==> config.mk <==
export PLATFORM = sky130hd
export DESIGN_NAME = gs_pwm_engine
export DESIGN_NICKNAME = d
export VERILOG_FILES = /design/src/rtl/gsp_pkg.sv /design/src/rtl/gsp_edge_sync.sv /design/src/rtl/gsp_sequencer.sv /design/src/rtl/gsp_channels.sv /design/src/rtl/gs_pwm_engine.sv
export SDC_FILE = /design/constraint.sdc
export NUM_CORES = 1
export LEC_CHECK = 0
export BUFFER_PORTS_ARGS = -buffer_cell sky130_fd_sc_hd__buf_2
export CORE_ASPECT_RATIO = 1.5
export CORE_MARGIN = 4
export CORE_UTILIZATION = 50
export DETAILED_ROUTE_END_ITERATION = 10
export GPL_ROUTABILITY_DRIVEN = 0
export HOLD_SLACK_MARGIN = 0.06
export PLACE_DENSITY = 0.89
export SLEW_MARGIN = 20
export SYNTH_ARGS = -nofsm -noshare
export SYNTH_HDL_FRONTEND = slang
export SYNTH_SLANG_ARGS = --single-unit
==> constraint.sdc <==
create_clock -name clk -period 5 [get_ports clk]
set_clock_uncertainty 0.15 [all_clocks]
set_input_delay 1 -clock clk [delete_from_list [all_inputs] [get_ports clk]]
set_output_delay 1 -clock clk [all_outputs]
set_load 0.01 [all_outputs]
==> src/rtl/gsp_pkg.sv <==
package gsp_pkg;
    localparam int GS_BITS   = 8;
    localparam int PS_BITS   = 3;
    localparam int TRIM_BITS = 5;
    localparam int BR_BITS   = PS_BITS + TRIM_BITS;
    localparam logic [GS_BITS-1:0] GS_MAX = {GS_BITS{1'b1}};

    typedef enum logic [2:0] {
        ST_IDLE,
        ST_ARM,
        ST_WAITF,
        ST_RUN,
        ST_DONE
    } seq_state_e;

    typedef struct packed {
        seq_state_e         st;
        logic [GS_BITS-1:0] cnt;
        logic [PS_BITS-1:0] pcnt;
        logic [PS_BITS-1:0] code;
    } seq_regs_t;
endpackage

==> src/rtl/gsp_edge_sync.sv <==
module gsp_edge_sync #(
    parameter int DLY = 2
) (
    input  logic clk,
    input  logic rst_n,
    input  logic gs_clk,
    input  logic blank,
    output logic gs_rise,
    output logic gs_fall,
    output logic blank_s,
    output logic gs_dly,
    output logic blank_dly
);
    typedef struct packed {
        logic           gs_s;
        logic           gs_p;
        logic           blk_s;
        logic [DLY-1:0] gsd;
        logic [DLY-1:0] bkd;
    } es_regs_t;

    es_regs_t q, d;

    always_comb begin
        d        = q;
        d.gs_s   = gs_clk;
        d.gs_p   = q.gs_s;
        d.blk_s  = blank;
        d.gsd[0] = gs_clk;
        d.bkd[0] = blank;
        for (int j = 1; j < DLY; j++) begin
            d.gsd[j] = q.gsd[j-1];
            d.bkd[j] = q.bkd[j-1];
        end
    end

    always_ff @(posedge clk or negedge rst_n) begin
        if (!rst_n) begin
            q       <= '0;
            q.blk_s <= 1'b1;
        end else begin
            q <= d;
        end
    end

    assign gs_rise   = q.gs_s & ~q.gs_p;
    assign gs_fall   = ~q.gs_s & q.gs_p;
    assign blank_s   = q.blk_s;
    assign gs_dly    = q.gsd[DLY-1];
    assign blank_dly = q.bkd[DLY-1];
endmodule

==> src/rtl/gsp_sequencer.sv <==
module gsp_sequencer
    import gsp_pkg::*;
(
    input  logic               clk,
    input  logic               rst_n,
    input  logic               blank_s,
    input  logic               gs_rise,
    input  logic               gs_fall,
    input  logic [PS_BITS-1:0] code_in,
    output logic               run_nx,
    output logic [GS_BITS-1:0] cnt_nx,
    output logic               active
);
    seq_regs_t q, d;

    always_comb begin
        d = q;
        if (blank_s) begin
            d.st   = ST_IDLE;
            d.cnt  = '0;
            d.pcnt = '0;
        end else begin
            unique case (q.st)
                ST_IDLE:  d.st = gs_rise ? ST_WAITF : ST_ARM;
                ST_ARM:   if (gs_rise) d.st = ST_WAITF;
                ST_WAITF: if (gs_fall) begin
                    d.st   = ST_RUN;
                    d.cnt  = '0;
                    d.pcnt = '0;
                    d.code = code_in;
                end
                ST_RUN:   if (gs_fall) begin
                    if (q.pcnt == q.code) begin
                        d.pcnt = '0;
                        d.cnt  = q.cnt + 1'b1;
                        if (q.cnt == GS_MAX - 1'b1) d.st = ST_DONE;
                    end else begin
                        d.pcnt = q.pcnt + 1'b1;
                    end
                end
                ST_DONE:  d.st = ST_DONE;
                default:  d.st = ST_IDLE;
            endcase
        end
    end

    always_ff @(posedge clk or negedge rst_n) begin
        if (!rst_n) begin
            q    <= '0;
            q.st <= ST_IDLE;
        end else begin
            q <= d;
        end
    end

    assign run_nx = (d.st == ST_RUN);
    assign cnt_nx = d.cnt;
    assign active = (q.st == ST_RUN);

    seq_state_e         st_q;
    logic [GS_BITS-1:0] cnt_q;
    logic [PS_BITS-1:0] pcnt_q;
    logic [PS_BITS-1:0] code_q;
    assign st_q   = q.st;
    assign cnt_q  = q.cnt;
    assign pcnt_q = q.pcnt;
    assign code_q = q.code;

    p_blank_idle_r1: assert property (@(posedge clk) disable iff (!rst_n)
        blank_s |=> (st_q == ST_IDLE));
    p_count_step_r3: assert property (@(posedge clk) disable iff (!rst_n)
        (st_q == ST_RUN && $past(st_q) == ST_RUN) |->
        (cnt_q == $past(cnt_q) || cnt_q == GS_BITS'($past(cnt_q) + 1'b1)));
    p_prescale_bound_r4: assert property (@(posedge clk) disable iff (!rst_n)
        (st_q == ST_RUN) |-> (pcnt_q <= code_q));
    p_code_hold_r5: assert property (@(posedge clk) disable iff (!rst_n)
        (st_q == ST_RUN && $past(st_q) == ST_RUN) |-> $stable(code_q));
    p_done_sticky_r6: assert property (@(posedge clk) disable iff (!rst_n)
        (st_q == ST_DONE) |=> (st_q == ST_DONE || st_q == ST_IDLE));
    p_done_full_r6: assert property (@(posedge clk) disable iff (!rst_n)
        (st_q == ST_DONE) |-> (cnt_q == GS_MAX));
endmodule

==> src/rtl/gsp_channels.sv <==
module gsp_channels
    import gsp_pkg::*;
#(
    parameter int NCH = 16
) (
    input  logic                   clk,
    input  logic                   rst_n,
    input  logic                   mode16,
    input  logic [NCH*GS_BITS-1:0] gs_data,
    input  logic                   run_nx,
    input  logic [GS_BITS-1:0]     cnt_nx,
    output logic [NCH-1:0]         ch_on
);
    localparam int NPAIR = NCH / 2;

    typedef struct packed {
        logic [NCH-1:0] on;
        logic           wide;
    } ch_regs_t;

    ch_regs_t q, d;

    always_comb begin
        d      = q;
        d.wide = mode16;
        for (int i = 0; i < NCH; i++) begin
            int                 idx;
            logic [GS_BITS-1:0] val;
            idx     = mode16 ? i : (i >> 1);
            val     = gs_data[idx*GS_BITS +: GS_BITS];
            d.on[i] = run_nx && (cnt_nx < val);
        end
    end

    always_ff @(posedge clk or negedge rst_n) begin
        if (!rst_n) begin
            q.on   <= '0;
            q.wide <= 1'b1;
        end else begin
            q <= d;
        end
    end

    assign ch_on = q.on;

    for (genvar k = 0; k < NPAIR; k++) begin : g_pair
        p_pair_tied_r7: assert property (@(posedge clk) disable iff (!rst_n)
            !q.wide |-> (q.on[2*k] == q.on[2*k+1]));
    end
endmodule

==> src/rtl/gs_pwm_engine.sv <==
module gs_pwm_engine
    import gsp_pkg::*;
#(
    parameter int NCH = 16,
    parameter int DLY = 2
) (
    input  logic                   clk,
    input  logic                   rst_n,
    input  logic                   gs_clk,
    input  logic                   blank,
    input  logic                   mode16,
    input  logic                   bc_en,
    input  logic [BR_BITS-1:0]     bright,
    input  logic [NCH*GS_BITS-1:0] gs_data,
    output logic [NCH-1:0]         ch_on,
    output logic [TRIM_BITS-1:0]   trim,
    output logic                   pwm_active,
    output logic                   gs_clk_dly,
    output logic                   blank_dly
);
    logic               gs_rise, gs_fall, blank_s;
    logic               run_nx;
    logic [GS_BITS-1:0] cnt_nx;
    logic [PS_BITS-1:0] code_in;
    logic [TRIM_BITS-1:0] trim_d, trim_q;

    gsp_edge_sync #(.DLY(DLY)) u_sync (
        .clk      (clk),
        .rst_n    (rst_n),
        .gs_clk   (gs_clk),
        .blank    (blank),
        .gs_rise  (gs_rise),
        .gs_fall  (gs_fall),
        .blank_s  (blank_s),
        .gs_dly   (gs_clk_dly),
        .blank_dly(blank_dly)
    );

    always_comb begin
        code_in = bc_en ? bright[BR_BITS-1 -: PS_BITS] : '0;
        trim_d  = bc_en ? bright[TRIM_BITS-1:0] : {TRIM_BITS{1'b1}};
    end

    always_ff @(posedge clk or negedge rst_n) begin
        if (!rst_n) trim_q <= {TRIM_BITS{1'b1}};
        else        trim_q <= trim_d;
    end

    assign trim = trim_q;

    gsp_sequencer u_seq (
        .clk    (clk),
        .rst_n  (rst_n),
        .blank_s(blank_s),
        .gs_rise(gs_rise),
        .gs_fall(gs_fall),
        .code_in(code_in),
        .run_nx (run_nx),
        .cnt_nx (cnt_nx),
        .active (pwm_active)
    );

    gsp_channels #(.NCH(NCH)) u_ch (
        .clk    (clk),
        .rst_n  (rst_n),
        .mode16 (mode16),
        .gs_data(gs_data),
        .run_nx (run_nx),
        .cnt_nx (cnt_nx),
        .ch_on  (ch_on)
    );

    p_on_needs_active_r10: assert property (@(posedge clk) disable iff (!rst_n)
        (ch_on != '0) |-> pwm_active);
    p_trim_default_r8: assert property (@(posedge clk) disable iff (!rst_n)
        !$past(bc_en) |-> (trim == {TRIM_BITS{1'b1}}));
endmodule

==> impl_results.html <==
<table>
<tr><th>Metric</th><th>Value</th></tr>
<tr><th colspan="2">Outcome</th></tr>
<tr><td>Run status</td><td>completed</td></tr>
<tr><th colspan="2">STA</th></tr>
<tr><td>Number of failing hold endpoints at the final stage</td><td>0</td></tr>
<tr><td>Final hold slack</td><td>0.199 ns</td></tr>
<tr><td>Max-slew violation count</td><td>0</td></tr>
<tr><td>Finish-stage setup viols</td><td>0</td></tr>
<tr><td>Total negative setup slack</td><td>0 ns</td></tr>
<tr><td>Top achievable clock speed</td><td>245 MHz</td></tr>
<tr><td>Max-slew headroom</td><td>34.7%</td></tr>
<tr><td>Actual transition at the worst max-transition pin</td><td>0.979 ns</td></tr>
<tr><td>RSZ-0062 raised after global routing</td><td>no</td></tr>
<tr><td>Clock period minus worst slack</td><td>about 4.1 ns</td></tr>
<tr><td>Tcrit/Tclk final</td><td>81.7%</td></tr>
<tr><th colspan="2">Critical path</th></tr>
<tr><td>Critical-path top delay cell</td><td>sky130_fd_sc_hd__mux2i_1</td></tr>
<tr><td>Critical Path Max Stage Delay</td><td>0.47 ns</td></tr>
<tr><td>CP cell instances</td><td>and4bb_2 &gt; nand4_2 &gt; nor3_1 &gt; mux2i_1 &gt; inv_1 &gt; ha_1 &gt; o21ai_0 &gt; nand2b_1 &gt; nand3_1 &gt; a22oi_1 &gt; a211oi_1 &gt; o41ai_1 &gt; nand2_1</td></tr>
<tr><td>Required time at the worst-slack endpoint</td><td>5.07 ns</td></tr>
<tr><td>Buffers &amp; Inverters on Critical Path</td><td>1</td></tr>
<tr><td>Crit Path Class</td><td>register to register</td></tr>
<tr><td>Launching element type of the critical path</td><td>register</td></tr>
<tr><td>CP max FO</td><td>16</td></tr>
<tr><td>Category of cells accounting for the largest share of critical-path delay</td><td>simple AND/OR/NAND/NOR gates</td></tr>
<tr><td>Arrival time worst endpoint</td><td>4.16 ns</td></tr>
<tr><td>Kind of end point of the critical path</td><td>register</td></tr>
<tr><th colspan="2">Routing</th></tr>
<tr><td>Routed length per placed instance</td><td>18.2 um</td></tr>
<tr><td>Overall via count from detail_route</td><td>5823</td></tr>
<tr><td>First-iteration detailed-routing DRC count</td><td>510</td></tr>
<tr><td>DRC viols</td><td>0</td></tr>
<tr><td>First-pass DRT Iterations</td><td>5</td></tr>
<tr><td>Via density per instance</td><td>slightly above 6</td></tr>
<tr><td>Remaining number of nets flagged by the antenna check after routing</td><td>0</td></tr>
<tr><td>Drt total wl</td><td>17100 um</td></tr>
<tr><th colspan="2">Global route</th></tr>
<tr><td>Total GRT Usage</td><td>approximately a quarter</td></tr>
<tr><td>Residual overflow from global routing</td><td>0</td></tr>
<tr><td>Number of global-route vias before repair</td><td>5465</td></tr>
<tr><td>First-pass GRT wire length</td><td>26500 um</td></tr>
<tr><td>Pin count of the biggest net entering global routing</td><td>95</td></tr>
<tr><td>Initial antenna violation count</td><td>0</td></tr>
<tr><th colspan="2">Synth</th></tr>
<tr><td>Cell area after technology mapping</td><td>5300 um^2</td></tr>
<tr><td>Fraction of registers with async set or reset after synthesis</td><td>100%</td></tr>
<tr><td>Sequential fraction of the synthesis area</td><td>20.4%</td></tr>
<tr><td>Cell count after synthesis</td><td>655</td></tr>
<tr><td>Dominant combinational cell family by area after synthesis</td><td>compound AO/OA/AOI/OAI gates</td></tr>
<tr><td>Mux cell area share after synthesis</td><td>8.21%</td></tr>
<tr><td>Xor/xnor share of the synthesized area</td><td>roughly 1.3%</td></tr>
<tr><td>Number of flops mapped to enable cells by yosys</td><td>0</td></tr>
<tr><td>Adder and majority cell fraction of the synthesized area</td><td>between 15 and 20%</td></tr>
<tr><td>Avg Synthesized Cell Area</td><td>8.10 um^2</td></tr>
<tr><td>Register bit count reported by yosys</td><td>43</td></tr>
<tr><td>Compound-Gate Fraction of Synth Area</td><td>28.1%</td></tr>
<tr><td>Number of warnings printed during yosys synthesis</td><td>0</td></tr>
<tr><td>Number of nets in the synthesized netlist</td><td>~860</td></tr>
<tr><td>Count of distinct cell types in the synthesized netlist</td><td>71</td></tr>
<tr><td>Basic-gate share of the synthesized area counting and, or, nand and nor cells</td><td>about a fifth</td></tr>
<tr><td>Most instantiated flip-flop cell in the synthesis netlist</td><td>sky130_fd_sc_hd__dfrtp_1</td></tr>
<tr><th colspan="2">Clock network</th></tr>
<tr><td>Clock Tree Root</td><td>sky130_fd_sc_hd__clkbuf_16</td></tr>
<tr><td>Max clock buf depth</td><td>2</td></tr>
<tr><td>Clock tree from TritonCTS</td><td>yes</td></tr>
<tr><td>Post-CTS Hold Buffers</td><td>0</td></tr>
<tr><td>Num CTS Buffers</td><td>5</td></tr>
<tr><td>Post_cts resized</td><td>0</td></tr>
<tr><td>Total clock sinks</td><td>43</td></tr>
<tr><td>Number of buffers inserted to repair setup after CTS</td><td>0</td></tr>
<tr><td>Clock-pin slew on the worst setup and hold paths</td><td>0.07 ns</td></tr>
<tr><td>Clk Latency, worst-skew pair</td><td>around 0.29 ns</td></tr>
<tr><td>Max H-tree Level</td><td>2</td></tr>
<tr><th colspan="2">Cells and area</th></tr>
<tr><td>Final core area utilization</td><td>between 60% and 70%</td></tr>
<tr><td>Number of nets in the finished design</td><td>1000</td></tr>
<tr><td>Area growth from synthesis to final layout</td><td>20.3%</td></tr>
<tr><td>Antenna Diode Count</td><td>0</td></tr>
<tr><td>Sequential cell area</td><td>1080 um^2</td></tr>
<tr><td>Total area of multi-input combinational cells</td><td>between 3000 and 4000 um^2</td></tr>
<tr><td>Total non-filler cell area in the finished layout</td><td>6380 um^2</td></tr>
<tr><td>Fraction of layout instances using a drive strength above 1</td><td>29.3%</td></tr>
<tr><td>Fill cell instance count of the final layout</td><td>958</td></tr>
<tr><th colspan="2">Floorplan</th></tr>
<tr><td>Die H</td><td>about 130 um</td></tr>
<tr><td>Number of top-level pins</td><td>about 170</td></tr>
<tr><td>Cell row count</td><td>45</td></tr>
<tr><td>Initial standard-cell utilization of the core</td><td>just over 50%</td></tr>
<tr><td>Placeable core region</td><td>10200 um^2</td></tr>
<tr><td>Floorplan die area</td><td>12400 um^2</td></tr>
<tr><td>Horiz. Die Dim</td><td>92.1 um</td></tr>
<tr><th colspan="2">Place</th></tr>
<tr><td>Number of input and output port buffers inserted</td><td>165</td></tr>
<tr><td>Area of placed instances</td><td>6180 um^2</td></tr>
<tr><td>Post-DP HPWL</td><td>around 13000 um</td></tr>
<tr><th colspan="2">Pwr</th></tr>
<tr><td>Peak supply drop</td><td>about 0.15 mV</td></tr>
<tr><td>Power density normalized to cell area</td><td>175 nW/um^2</td></tr>
<tr><td>Final Power</td><td>1.12 mW</td></tr>
<tr><td>Leak Pwr</td><td>about 3.2 nW</td></tr>
<tr><th colspan="2">Run</th></tr>
<tr><td>Reported max-cap violation count</td><td>0</td></tr>
<tr><th colspan="2">Min path</th></tr>
<tr><td>Class of the tightest hold or removal check</td><td>register to register</td></tr>
</table>
## routing by layer
| metal | part of all wire [%] | vias up | GRT usage, % |
|---|---|---|---|
| met3 | 8.1 | 58 | 2.92 |
| li1 | - | 2748 | - |
| met4 | 4.8 | 0 | 12.2 |
| met1 | 38 | 2662 | 32.4 |
| met5 | 0 | - | 0 |
| met2 | 49 | 355 | 45.9 |
## cell families (layout without fill, tap and decap cells)
family / after synthesis / after routing
AO/OA/AOI/OAI: 225 / 225
AND/OR/NAND/NOR: 205 / 205
adder cells (fa/ha/maj): 70 / 70
buffers and inverters: 65 / 208
flip-flops: 43 / 43
multiplexers: 42 / 42
XOR/XNOR: 5 / 5
## cell usage in the layout, fill, tap and decap left out, types with 15 or more instances in the layout
cell type / n
sky130_fd_sc_hd__nand3_1: 15
sky130_fd_sc_hd__nor2_1: 24
sky130_fd_sc_hd__a21oi_1: 101
sky130_fd_sc_hd__nor3_1: 23
sky130_fd_sc_hd__nand2_1: 53
sky130_fd_sc_hd__nor2b_1: 37
sky130_fd_sc_hd__ha_1: 61
sky130_fd_sc_hd__mux2i_1: 30
sky130_fd_sc_hd__buf_2: 164
sky130_fd_sc_hd__inv_1: 24
sky130_fd_sc_hd__dfrtp_1: 37
## cells in the mapped netlist (13+ instances only)
cell                          n  share of area [%]
sky130_fd_sc_hd__ha_1        61                 14
sky130_fd_sc_hd__nand2_1     53                3.8
sky130_fd_sc_hd__nand2b_1    14                1.7
sky130_fd_sc_hd__mux2i_1     30                5.7
sky130_fd_sc_hd__nor2b_1     37                4.4
sky130_fd_sc_hd__dfrtp_1     37                 17
sky130_fd_sc_hd__a21oi_1    101                9.5
sky130_fd_sc_hd__buf_2       15                1.4
sky130_fd_sc_hd__nor3_1      23                2.2
sky130_fd_sc_hd__nor2_1      24                1.7
sky130_fd_sc_hd__inv_1       24                1.7
sky130_fd_sc_hd__o2111ai_1   13                2.1
sky130_fd_sc_hd__nand3_1     15                1.4
## final cells by class
class / instances / area share, %
Timing Repair Buffer: 172 / 14.3
Sequential cell: 43 / 17.0
Clock buffer: 5 / 1.96
Inverter: 28 / 1.69
Multi-Input combinational cell: 547 / 61.6
Clock inverter: 3 / 0.745
Tap cell: 141 / 2.76
## through the flow
stage,cells,setup slack (ns)
6_report,939,0.913
5_1_grt,939,0.641
4_1_cts,938,1.02
3_5_place_dp,930,0.984
3_3_place_gp,930,1.05
2_1_floorplan,655,0.364
## flip-flops by register name, summed over array words and instances (netlist names)
register / flops
u_seq.code_q: 3
u_seq.cnt_q: 8
u_ch.ch_on: 16
u_seq.st_q: 3
u_sync.q: 1
u_sync.d: 2
u_seq.pcnt_q: 3
trim: 5
u_sync.blank_s: 1
u_sync.blank_dly: 1
## final timing paths
check | from | end | slack [ns] | cells past startpoint
max in group asynchronous | rst_n | u_sync.blank_s | 3.54 | 2
min reg2reg | u_sync.d[1] | u_sync.blank_dly | 0.20 | 0
min in group asynchronous | rst_n | u_sync.d[3] | 0.57 | 1
max | u_seq.st_q[2] | u_ch.ch_on[3] | 0.91 | 13
max reg2reg | u_seq.st_q[2] | u_ch.ch_on[3] | 0.91 | 13
min | u_sync.d[1] | u_sync.blank_dly | 0.20 | 0
## power by group
part	switching (mW)	internal [mW]	total, mW
Sequential	0.0169	0.369	0.386
Clock	0.147	0.238	0.386
Combinational	0.195	0.152	0.347
Total	0.359	0.759	1.12
No activity file was read; power rests on OpenSTA's default activity.
